$ cat src/rtl/disp_bus_pkg.sv
package disp_bus_pkg;
    typedef enum logic [1:0] {
        ST_IDLE  = 2'd0,
        ST_WRITE = 2'd1,
        ST_READ  = 2'd2
    } bus_state_e;

    typedef struct packed {
        logic [5:0] cs_on;
        logic [5:0] cs_off;
        logic [5:0] wr_on;
        logic [5:0] wr_off;
        logic [5:0] rd_on;
        logic [5:0] rd_off;
        logic [5:0] wcyc;
        logic [5:0] rcyc;
        logic [5:0] actim;
    } bus_timing_t;

    // Field positions are fixed by the programming model.
    function automatic bus_timing_t unpack_timing(input logic [31:0] a, input logic [31:0] b);
        bus_timing_t t;
        t.cs_on  = {2'b00, a[3:0]};
        t.cs_off = a[9:4];
        t.wr_on  = {2'b00, a[13:10]};
        t.wr_off = a[19:14];
        t.rd_on  = {2'b00, a[23:20]};
        t.rd_off = a[29:24];
        t.wcyc   = b[5:0];
        t.rcyc   = b[11:6];
        t.actim  = b[27:22];
        return t;
    endfunction
endpackage

$ cat src/rtl/dbt_tick_div.sv
module dbt_tick_div (
    input  logic clk,
    input  logic rst_n,
    input  logic run,
    input  logic div2,
    output logic tick
);
    logic phase;

    always_ff @(posedge clk or negedge rst_n) begin
        if (!rst_n)
            phase <= 1'b0;
        else if (!run)
            phase <= 1'b0;
        else
            phase <= ~phase;
    end

    assign tick = run & (~div2 | phase);
endmodule

$ cat src/rtl/dbt_window.sv
module dbt_window #(
    parameter int CW = 6
) (
    input  logic          en,
    input  logic [CW-1:0] cnt,
    input  logic [CW-1:0] t_on,
    input  logic [CW-1:0] t_off,
    output logic          act_n
);
    assign act_n = ~(en && (cnt >= t_on) && (cnt < t_off));
endmodule

$ cat src/rtl/disp_bus_timer.sv
module disp_bus_timer
    import disp_bus_pkg::*;
#(
    parameter int DW = 16
) (
    input  logic          clk,
    input  logic          rst_n,
    input  logic [31:0]   tim_a,
    input  logic [31:0]   tim_b,
    input  logic          div2,
    input  logic [1:0]    width_mode,
    input  logic          cmd_req,
    input  logic [DW-1:0] cmd_data,
    input  logic          dat_req,
    input  logic [DW-1:0] dat_data,
    input  logic          rd_req,
    output logic          busy,
    output logic [DW-1:0] rd_data,
    output logic          bus_cs_n,
    output logic          bus_wr_n,
    output logic          bus_rd_n,
    output logic          bus_dc,
    output logic          bus_oe,
    output logic [DW-1:0] bus_dout,
    input  logic [DW-1:0] bus_din
);
    localparam int CW = 6;
    localparam int NW = DW / 2;
    localparam int NSTB = 3;

    bus_state_e    st, st_nx;
    bus_timing_t   tm;
    logic [CW-1:0] cnt;
    logic          tick;
    logic          wide;
    logic          accept;
    logic [DW-1:0] wr_q, rd_q;
    logic          dc_q;

    logic [NSTB-1:0]         stb_en, stb_n;
    logic [NSTB-1:0][CW-1:0] stb_on, stb_off;

    assign tm   = unpack_timing(tim_a, tim_b);
    assign wide = (width_mode == 2'b11);

    function automatic logic [DW-1:0] fit(input logic [DW-1:0] v, input logic w);
        return w ? v : {{(DW-NW){1'b0}}, v[NW-1:0]};
    endfunction

    dbt_tick_div u_div (
        .clk  (clk),
        .rst_n(rst_n),
        .run  (st != ST_IDLE),
        .div2 (div2),
        .tick (tick)
    );

    // Next state: ACCEPT_WR, ACCEPT_RD, END_WR, END_RD
    always_comb begin
        st_nx = st;
        unique case (st)
            ST_IDLE: begin
                if (cmd_req || dat_req) st_nx = ST_WRITE;
                else if (rd_req)        st_nx = ST_READ;
            end
            ST_WRITE: if (tick && cnt == tm.wcyc) st_nx = ST_IDLE;
            ST_READ:  if (tick && cnt == tm.rcyc) st_nx = ST_IDLE;
            default:  st_nx = ST_IDLE;
        endcase
    end

    always_ff @(posedge clk or negedge rst_n) begin
        if (!rst_n) st <= ST_IDLE;
        else        st <= st_nx;
    end

    assign accept = (st == ST_IDLE) && (cmd_req || dat_req || rd_req);

    always_ff @(posedge clk or negedge rst_n) begin
        if (!rst_n) begin
            cnt  <= '0;
            wr_q <= '0;
            dc_q <= 1'b0;
            rd_q <= '0;
        end else begin
            if (st == ST_IDLE) begin
                cnt <= '0;
                if (accept && (cmd_req || dat_req)) begin
                    dc_q <= ~cmd_req;
                    wr_q <= fit(cmd_req ? cmd_data : dat_data, wide);
                end
            end else if (tick) begin
                cnt <= cnt + 1'b1;
            end
            if (st == ST_READ && tick && cnt == tm.actim)
                rd_q <= fit(bus_din, wide);
        end
    end

    // Strobe windows: 0 = chip select, 1 = write, 2 = read
    assign stb_en  = {st == ST_READ, st == ST_WRITE, st != ST_IDLE};
    assign stb_on  = {tm.rd_on,  tm.wr_on,  tm.cs_on};
    assign stb_off = {tm.rd_off, tm.wr_off, tm.cs_off};

    for (genvar g = 0; g < NSTB; g++) begin : g_stb
        dbt_window #(.CW(CW)) u_win (
            .en   (stb_en[g]),
            .cnt  (cnt),
            .t_on (stb_on[g]),
            .t_off(stb_off[g]),
            .act_n(stb_n[g])
        );
    end

    always_comb begin
        busy     = (st != ST_IDLE);
        bus_oe   = (st == ST_WRITE);
        bus_dc   = dc_q;
        bus_dout = wr_q;
        rd_data  = rd_q;
        bus_cs_n = stb_n[0];
        bus_wr_n = stb_n[1];
        bus_rd_n = stb_n[2];
    end
endmodule

$ cat config.mk
export PLATFORM = sky130hd
export DESIGN_NAME = disp_bus_timer
export DESIGN_NICKNAME = d
export VERILOG_FILES = /design/src/rtl/disp_bus_pkg.sv /design/src/rtl/dbt_tick_div.sv /design/src/rtl/dbt_window.sv /design/src/rtl/disp_bus_timer.sv
export SDC_FILE = /design/constraint.sdc
export NUM_CORES = 1
export LEC_CHECK = 0
export ABC_CLOCK_PERIOD_IN_PS = 2400
export BUFFER_PORTS_ARGS = -buffer_cell sky130_fd_sc_hd__buf_4
export CAP_MARGIN = 20
export CORE_MARGIN = 5
export CORE_UTILIZATION = 41
export CTS_BUF_LIST = sky130_fd_sc_hd__clkbuf_4 sky130_fd_sc_hd__clkbuf_8
export CTS_CLUSTER_SIZE = 28
export DETAILED_ROUTE_END_ITERATION = 10
export GPL_ROUTABILITY_DRIVEN = 0
export PLACE_DENSITY_LB_ADDON = 0.05
export SKIP_LAST_GASP = 1
export SYNTH_ARGS = -nofsm -noshare
export SYNTH_HDL_FRONTEND = slang
export SYNTH_SLANG_ARGS = --single-unit
export TNS_END_PERCENT = 100
$ cat constraint.sdc
create_clock -name clk -period 2.4 [get_ports clk]
set_clock_uncertainty 0.15 [all_clocks]
set_input_delay 0.36 -clock clk [delete_from_list [all_inputs] [get_ports clk]]
set_output_delay 0.36 -clock clk [all_outputs]
set_load 0.01 [all_outputs]
# After elaboration in Yosys (flattened, before gate mapping)
# Index checks and enable logic that the tools add are counted.
# totals
regBits,42
output_inout_bits,38
inputBits,120
wordCells,60
# classes
add_sub_neg,1
mux,11
n_reduce_logical,19
eq_ne,9
n_bitwise,8
n_lt_le_gt_ge,6
# op_table
op,n
$mux 16,3
$eq 6x6->1,3
$ge 6x4->1,3
$lt 6x6->1,3
$logic_and 1x1->1,12
$mux 6,2
$mux 2,4
$add 6x1->6 const B,1
$not 1->1,6
$pmux 2 s3,1
$eq 2x2->1 const B,2
$ne 2x2->1 const B,2
$reduce_bool 2->1,2
$ne 3x2->1 const B,1
$reduce_and 3->1,1
$eq 2x1->1 const B,1
$logic_not 2->1,1
$logic_or 1x1->1,2
$reduce_and 2->1,1
$and 1x1->1,1
$mux 1,1
$or 1x1->1,1

# Longest topological paths before layout
# Gate-level depths: netlist (run 1).
# logic_depth
depth_word,6
depth_mapped,8
ltp_nobuf,7

# Cells and area by module
# From an unflattened synthesis (run 1), not the netlist that was laid out.
# hier_totals
cells_unflattened,301
hier_area_um2,2991.6
# by_module_without_submodules
module,seq_area_each_um2,n_inst,cells_per_inst,area_per_inst_um2
disp_bus_timer,1026.0,1,183,2079.5
dbt_window,0.0,3,38,289.0
dbt_tick_div,25.0,1,4,45.0

# Least setup slack after synthesis (run 1)
# No wires, ideal clock.
# synth_path
path_type,register -> output
from,register cnt[0]
to,output bus_wr_n
path_stages_with_launch,9
required_time_ns,1.890
arrival_ns,1.994
path_slack_ns,-0.104
path_cell_list,dfrtp_1 clkbuf_1 inv_1 ha_1 nand2b_1 a21o_1 a21o_1 a2111oi_0 or3b_2
# synth_via
elab_chain_cells,4
elab_cells_between_ends,5
classes_between,order compare: 2; bitwise: 1; reduce/logical: 2
# synth_rtl
item,line_no,text
from (decl),disp_bus_timer.sv:33,logic [CW-1:0] cnt;
from (signal assigned),disp_bus_timer.sv:93,cnt <= cnt + 1'b1;
$ge 6x4->1,dbt_window.sv:10,assign act_n = ~(en && (cnt >= t_on) && (cnt < t_off));
$logic_and 1x1->1,dbt_window.sv:10,
$logic_and 1x1->1 *,dbt_window.sv:10,
$not 1->1 *,dbt_window.sv:10,
to (decl),disp_bus_timer.sv:20,"output logic bus_wr_n,"
# Mark *: on every way between the ends. The rest lies on a longest branch, timed or not.

# Worst setup path in the final report (run 1)
# Same ends and word-level chain as after synthesis.

==> impl_metrics.tcl, run 1 <==
set metrics [dict create \
    fin_nets 585 \
    fin_cells 515 \
    whs_ns 0.128 \
    postRouteAntennaNets 0 \
    critPathKind "reg -> out" \
    cts-root-buf "clkbuf_8" \
    htreeDepth 2 \
    syn-cell-area_um2 2730 \
    viasPerCell 4.84 \
    dp_cells 498 \
    die_area_um2 8390 \
    multi_input_area_um2 1570 \
    clock_latency_ns 0.30 \
    synth_edf_count 0 \
    synth_cells 286 \
    fin_setup_tns_ns -0.0893 \
    synth_warnings 0 \
    seq_area_frac_synth_pct 38.5 \
    syn_nets 434 \
    design_area_um2 4130 \
    r2r_slack_ns 0.43 \
    antenna-diode-count 0 \
    clock_sinks 42 \
    final_core_util_pct 64.3 \
    seqCellArea_um2 1050 \
    r2r-start "cnt[1]$_DFFE_PN0P_" \
    antenna_found_initial 0 \
    reg2reg_depth 7 \
    worstReg2RegEnd "rd_data[4]$_DFFE_PN0P_" \
    final_cell_mix "buf_4, dfrtp_1, nand2_1" \
    worst_pin_slew_ns 0.536 \
    end_kind "output port" \
    initial_core_util_pct 42.5 \
    max-vdd-ir-drop_mv 0.367 \
    ios 158 \
    overflow 0 \
    crit_fanout 2 \
    ys_types 36 \
    violations "negative setup slack" \
    rows 29 \
    dpl.hpwl_um 5750 \
    finalMaxSlewViolations 0 \
    worstPathRequired_ns 1.89 \
    cts.path.max_buffers 2 \
    cts_tree "built" \
    power_density_nw_per_um2 769 \
    max_freq_mhz 402 \
    grt_pass1_wl_um 11700 \
    drc_errors 0 \
    status "finished, violations left" \
    period_share_pct 104 \
    min_from "bus_din[7]" \
    finalPower_mw 3.17 \
    area_growth_pct 51.2 \
    vias 2494 \
    drt_wl_total_um 7400 \
    wl_per_cell_um 14.4 \
    pre_cts_slack_ns 0.0179 \
    dieWidth_um 91.6 \
    worstSetupStartpointType "register" \
    relSlewSlack_pct 64.3 \
    fin_crit_ns 2.49 \
    maxCapViolCount 0 \
    grt_pass1_vias 2376 \
    cts_buffers 5 \
    leakage_nw 2.22 \
    hold_end "rd_data[7]$_DFFE_PN0P_" \
    async_reset_ff_share_pct 100 \
    grt_max_degree 43 \
    whs_path_depth 2 \
    io_buffers 141 \
    hold_path.class "in -> reg" \
    drt_iter0_drc 100 \
    drt_pass1_iterations 4 \
    grt_usage_pct 17.1 \
    worst_slack_ns -0.0893 \
    clk_pin_slew_ns 0.10 \
    synth.avg_cell_area_um2 9.55 \
    rsz0062_at_grt "yes" \
    setup_viol 1 \
    ys.flop_type "dfrtp_1" \
    die_h_um 91.6 \
    arrival_ns 1.98 \
    layout_commonest_cell "buf_4" \
    placed_area_um2 3880 \
    hold_viol_final 0 \
    drive_above_1_share_pct 43.4 \
    coreArea_um2 6420 \
    ys_seq_elements 42 \
    fillCellCount 573 \
]
Yosys cell counts (2+ instances only):
cell        n  share of area, %
clkbuf_1    7              0.96
buf_6       2              0.82
dfrtp_1    42                38
nand2b_1    5               1.1
a211oi_1    2              0.55
nor2b_1     2              0.46
a21boi_0    3              0.82
a21o_1      2              0.55
ha_1       28                13
o31ai_1     8               2.2
mux2_4      4               2.2
o211ai_1    3              0.82
a211o_1     3              0.96
xor2_1     11               3.5
nand2_1    36               4.9
a21oi_1     9               1.6
nor3_1      3              0.55
inv_1      27               3.7
nand4_1     4              0.92
mux2_2      4               1.6
o21ai_0    21               3.8
xnor2_1    12               3.8
buf_2       6               1.1
nor2_1     13               1.8
a2111oi_0   2              0.64
mux2i_1    17               6.2
layer usage:
metal  global-route usage [%]  vias up  share of wire, %
met5                        0        -                 0
met4                     3.77        0              0.76
met3                     5.97        6               8.9
met2                     26.8       95                46
met1                     22.9     1123                44
li1                         -     1270                 -
cell families after synthesis:
kind of cell | share of synthesized area [%]
multiplexers | 10.1
AND/OR/NAND/NOR | 12.3
flip-flops | 38.5
adder cells (fa/ha/maj) | 12.8
buffers and inverters | 6.73
XOR/XNOR | 7.38
AO/OA/AOI/OAI | 12.2
worst max path at each step:
stage | start | endpoint | cells past startpoint | slack, ns
2_1_floorplan | cnt[0]$_DFFE_PN0P_ | bus_wr_n | 8 | 0.03
3_3_place_gp | tim_a[10] | bus_wr_n | 8 | 0.05
3_5_place_dp | tim_a[10] | bus_wr_n | 8 | 0.02
4_1_cts | cnt[0]$_DFFE_PN0P_ | bus_wr_n | 8 | -0.06
5_1_grt | cnt[0]$_DFFE_PN0P_ | bus_wr_n | 8 | -0.16
6_report | cnt[0]$_DFFE_PN0P_ | bus_wr_n | 8 | -0.09
cell type report:
cell class	instances	area share, %
multi-input combinational	201	38.0
inverter	27	2.45
tap	77	2.33
clock buffer	5	1.67
clock inverter	3	0.576
timing repair buffer	160	29.5
sequential	42	25.5
critical path: stages (launching register included):
cell       delay, ns
dfrtp_1         0.39
inv_2           0.08
ha_4            0.19
nand2b_4        0.13
a21o_1          0.15
a21o_1          0.18
a2111oi_4       0.29
or3b_4          0.19
buf_6           0.09
repair_timing:
action,4_1_cts,5_1_grt
pin swaps,5,5
cloned,0,0
buffers inserted,5,2
hold buffers,1,0
endpoints found under the setup margin,3,3
endpoints found under the hold margin,42,0
gates resized for setup,11,7
flip-flops by register name, summed over array words and instances, names as in the netlist:
signal / count
cnt: 6
bus_dout: 16
bus_dc: 1
st: 2
rd_data: 16
u_div.phase: 1
power breakdown:
group	internal (mW)	switching (mW)	total, mW
clock network	0.208	0.273	0.481
logic	0.933	0.814	1.75
registers	0.849	0.0985	0.947
total	1.99	1.18	3.17
Note: power is estimated with default switching activity, not from simulation.
==> inputs of run 2 (changes only) <==
--- a/config.mk
+++ b/config.mk
@@ -8,7 +8,6 @@
 export ABC_CLOCK_PERIOD_IN_PS = 2400
 export BUFFER_PORTS_ARGS = -buffer_cell sky130_fd_sc_hd__buf_4
 export CAP_MARGIN = 20
-export CORE_MARGIN = 5
 export CORE_UTILIZATION = 41
 export CTS_BUF_LIST = sky130_fd_sc_hd__clkbuf_4 sky130_fd_sc_hd__clkbuf_8
 export CTS_CLUSTER_SIZE = 28
==> run 2 against run 1 <==
  * Register-to-register slack improved by 0.08 ns
  * Global-route usage increased by 2.5 points
  * Combinational power decreased by 5%
  * Sequential share of layout area about the same
  * The flow still finishes with violations (negative setup slack)
  * Power increased by 1.0%
  * Largest power group unchanged
  * Setup slack improved by 0.0028 ns
  * Via count decreased by 0.52%
  * Highest routed layer unchanged
  * Core utilization increased by 0.37 points
==> impl_metrics.tcl, run 2 (same netlist as run 1, synthesis figures left out) <==
set metrics [dict create \
    arrival_ns 1.98 \
    leakage_nw 2.22 \
    max_freq_mhz 402 \
    dpl.hpwl_um 5180 \
    postRouteAntennaNets 0 \
    clock_latency_ns 0.30 \
    area_growth_pct 51.2 \
    power_density_nw_per_um2 777 \
    end_kind "output port" \
    cp-startpoint "cnt[0]$_DFFE_PN0P_" \
    drc_errors 0 \
    antenna_found_initial 0 \
    fin_nets 582 \
    ios 158 \
    critPathCapture "bus_wr_n" \
    vias 2481 \
    viasPerCell 4.85 \
    antenna-diode-count 0 \
    drt_iter0_drc 59 \
    worstReg2RegEnd "rd_data[4]$_DFFE_PN0P_" \
    die_h_um 83.6 \
    max-vdd-ir-drop_mv 0.537 \
    maxCapViolCount 0 \
    drt_wl_total_um 6670 \
    final_core_util_pct 64.7 \
    cts.path.max_buffers 2 \
    grt_pass1_wl_um 11100 \
    worst_slack_ns -0.0865 \
    overflow 0 \
    critPathKind "reg -> out" \
    finalPower_mw 3.21 \
    met1_usage_pct 25.2 \
    rsz0062_at_grt "yes" \
    clock_sinks 42 \
    die_area_um2 6990 \
    reg2reg_depth 6 \
    worstPathRequired_ns 1.89 \
    finalMaxSlewViolations 0 \
    setup_viol 2 \
    grt_usage_pct 19.6 \
    grt_max_degree 43 \
    initial_core_util_pct 42.8 \
    violations "negative setup slack" \
    drive_above_1_share_pct 43.2 \
    drt_pass1_iterations 4 \
    io_buffers 141 \
    clk_pin_slew_ns 0.09 \
    cts_tree "built" \
    worstSetupStartpointType "register" \
    rows 29 \
    r2r-start "cnt[1]$_DFFE_PN0P_" \
    wl_per_cell_um 13.0 \
    layout_commonest_cell "buf_4" \
    design_area_um2 4130 \
    period_share_pct 104 \
    htreeDepth 2 \
    cts_buffers 5 \
    top_usage_layer "met2" \
    relSlewSlack_pct 63.2 \
    r2r_slack_ns 0.51 \
    fin_crit_ns 2.49 \
    hold_viol_final 0 \
    hold_path.class "in -> reg" \
    whs_ns 0.131 \
    fin_setup_tns_ns -0.109 \
    coreArea_um2 6390 \
    placed_area_um2 3910 \
    use_met3_pct 6.43 \
    fillCellCount 562 \
    final_cell_mix "buf_4, dfrtp_1, nand2_1" \
    status "finished, violations left" \
    grt_use_met2_pct 32.3 \
    crit_fanout 2 \
    grt_pass1_vias 2416 \
    worst_pin_slew_ns 0.553 \
    cts-root-buf "clkbuf_8" \
    dieWidth_um 83.6 \
]
run 2: cell type report:
cell class,count,area [um2],area share [%]
clock inverters,3,48.8,1.18
inverters,27,101,2.45
repair buffers,157,1200,29.0
well taps,77,96.3,2.33
multi-input cells,201,1560,37.9
flip-flops and latches,42,1050,25.5
clock buffers,5,68.8,1.67
run 2: what timing repair did:
action	4_1_cts	5_1_grt
resized for setup	17	4
pin swaps	8	2
endpoints found under the hold margin	42	0
setup buffers	2	0
setup endpoints to repair	3	3
hold buffers	1	0
run 2: worst min-delay path by stage:
stage | from | endpoint | cells past startpoint
after global routing | bus_din[6] | rd_data[6]$_DFFE_PN0P_ | 2
after detailed placement | rst_n | cnt[0]$_DFFE_PN0P_ | 1
after CTS | bus_din[7] | rd_data[7]$_DFFE_PN0P_ | 2
after global placement | rst_n | cnt[0]$_DFFE_PN0P_ | 1
final | bus_din[7] | rd_data[7]$_DFFE_PN0P_ | 2
after floorplan | rst_n | bus_dc$_DFFE_PN0P_ | 0
run 2: stage by stage:
stage          worst slack (ns)  instances
6_report                -0.0865        512
5_1_grt                  -0.163        512
4_1_cts                 -0.0910        512
3_5_place_dp            -0.0141        501
3_3_place_gp             0.0310        501
2_1_floorplan            0.0311        286
run 2: worst max-delay path, stage by stage (launching register included):
cell and delay (ns):
dfrtp_1 0.39, inv_2 0.08, ha_4 0.19, nand2b_4 0.13, a21o_1 0.15, a21o_1 0.17, a2111oi_2 0.30, or3b_4 0.19
buf_6 0.09
run 2: where the power goes:
| group | switching (mW) | internal [mW] |
|---|---|---|
| clock | 0.264 | 0.317 |
| sequential | 0.108 | 0.850 |
| combinational | 0.778 | 0.889 |
| total | 1.15 | 2.06 |
run 2: per-layer routing:
layer	vias to the layer above	part of all wire, %
met2	97	45
met1	1111	45
li1	1265	-
met5	-	0
met4	0	1.2
met3	8	8.5
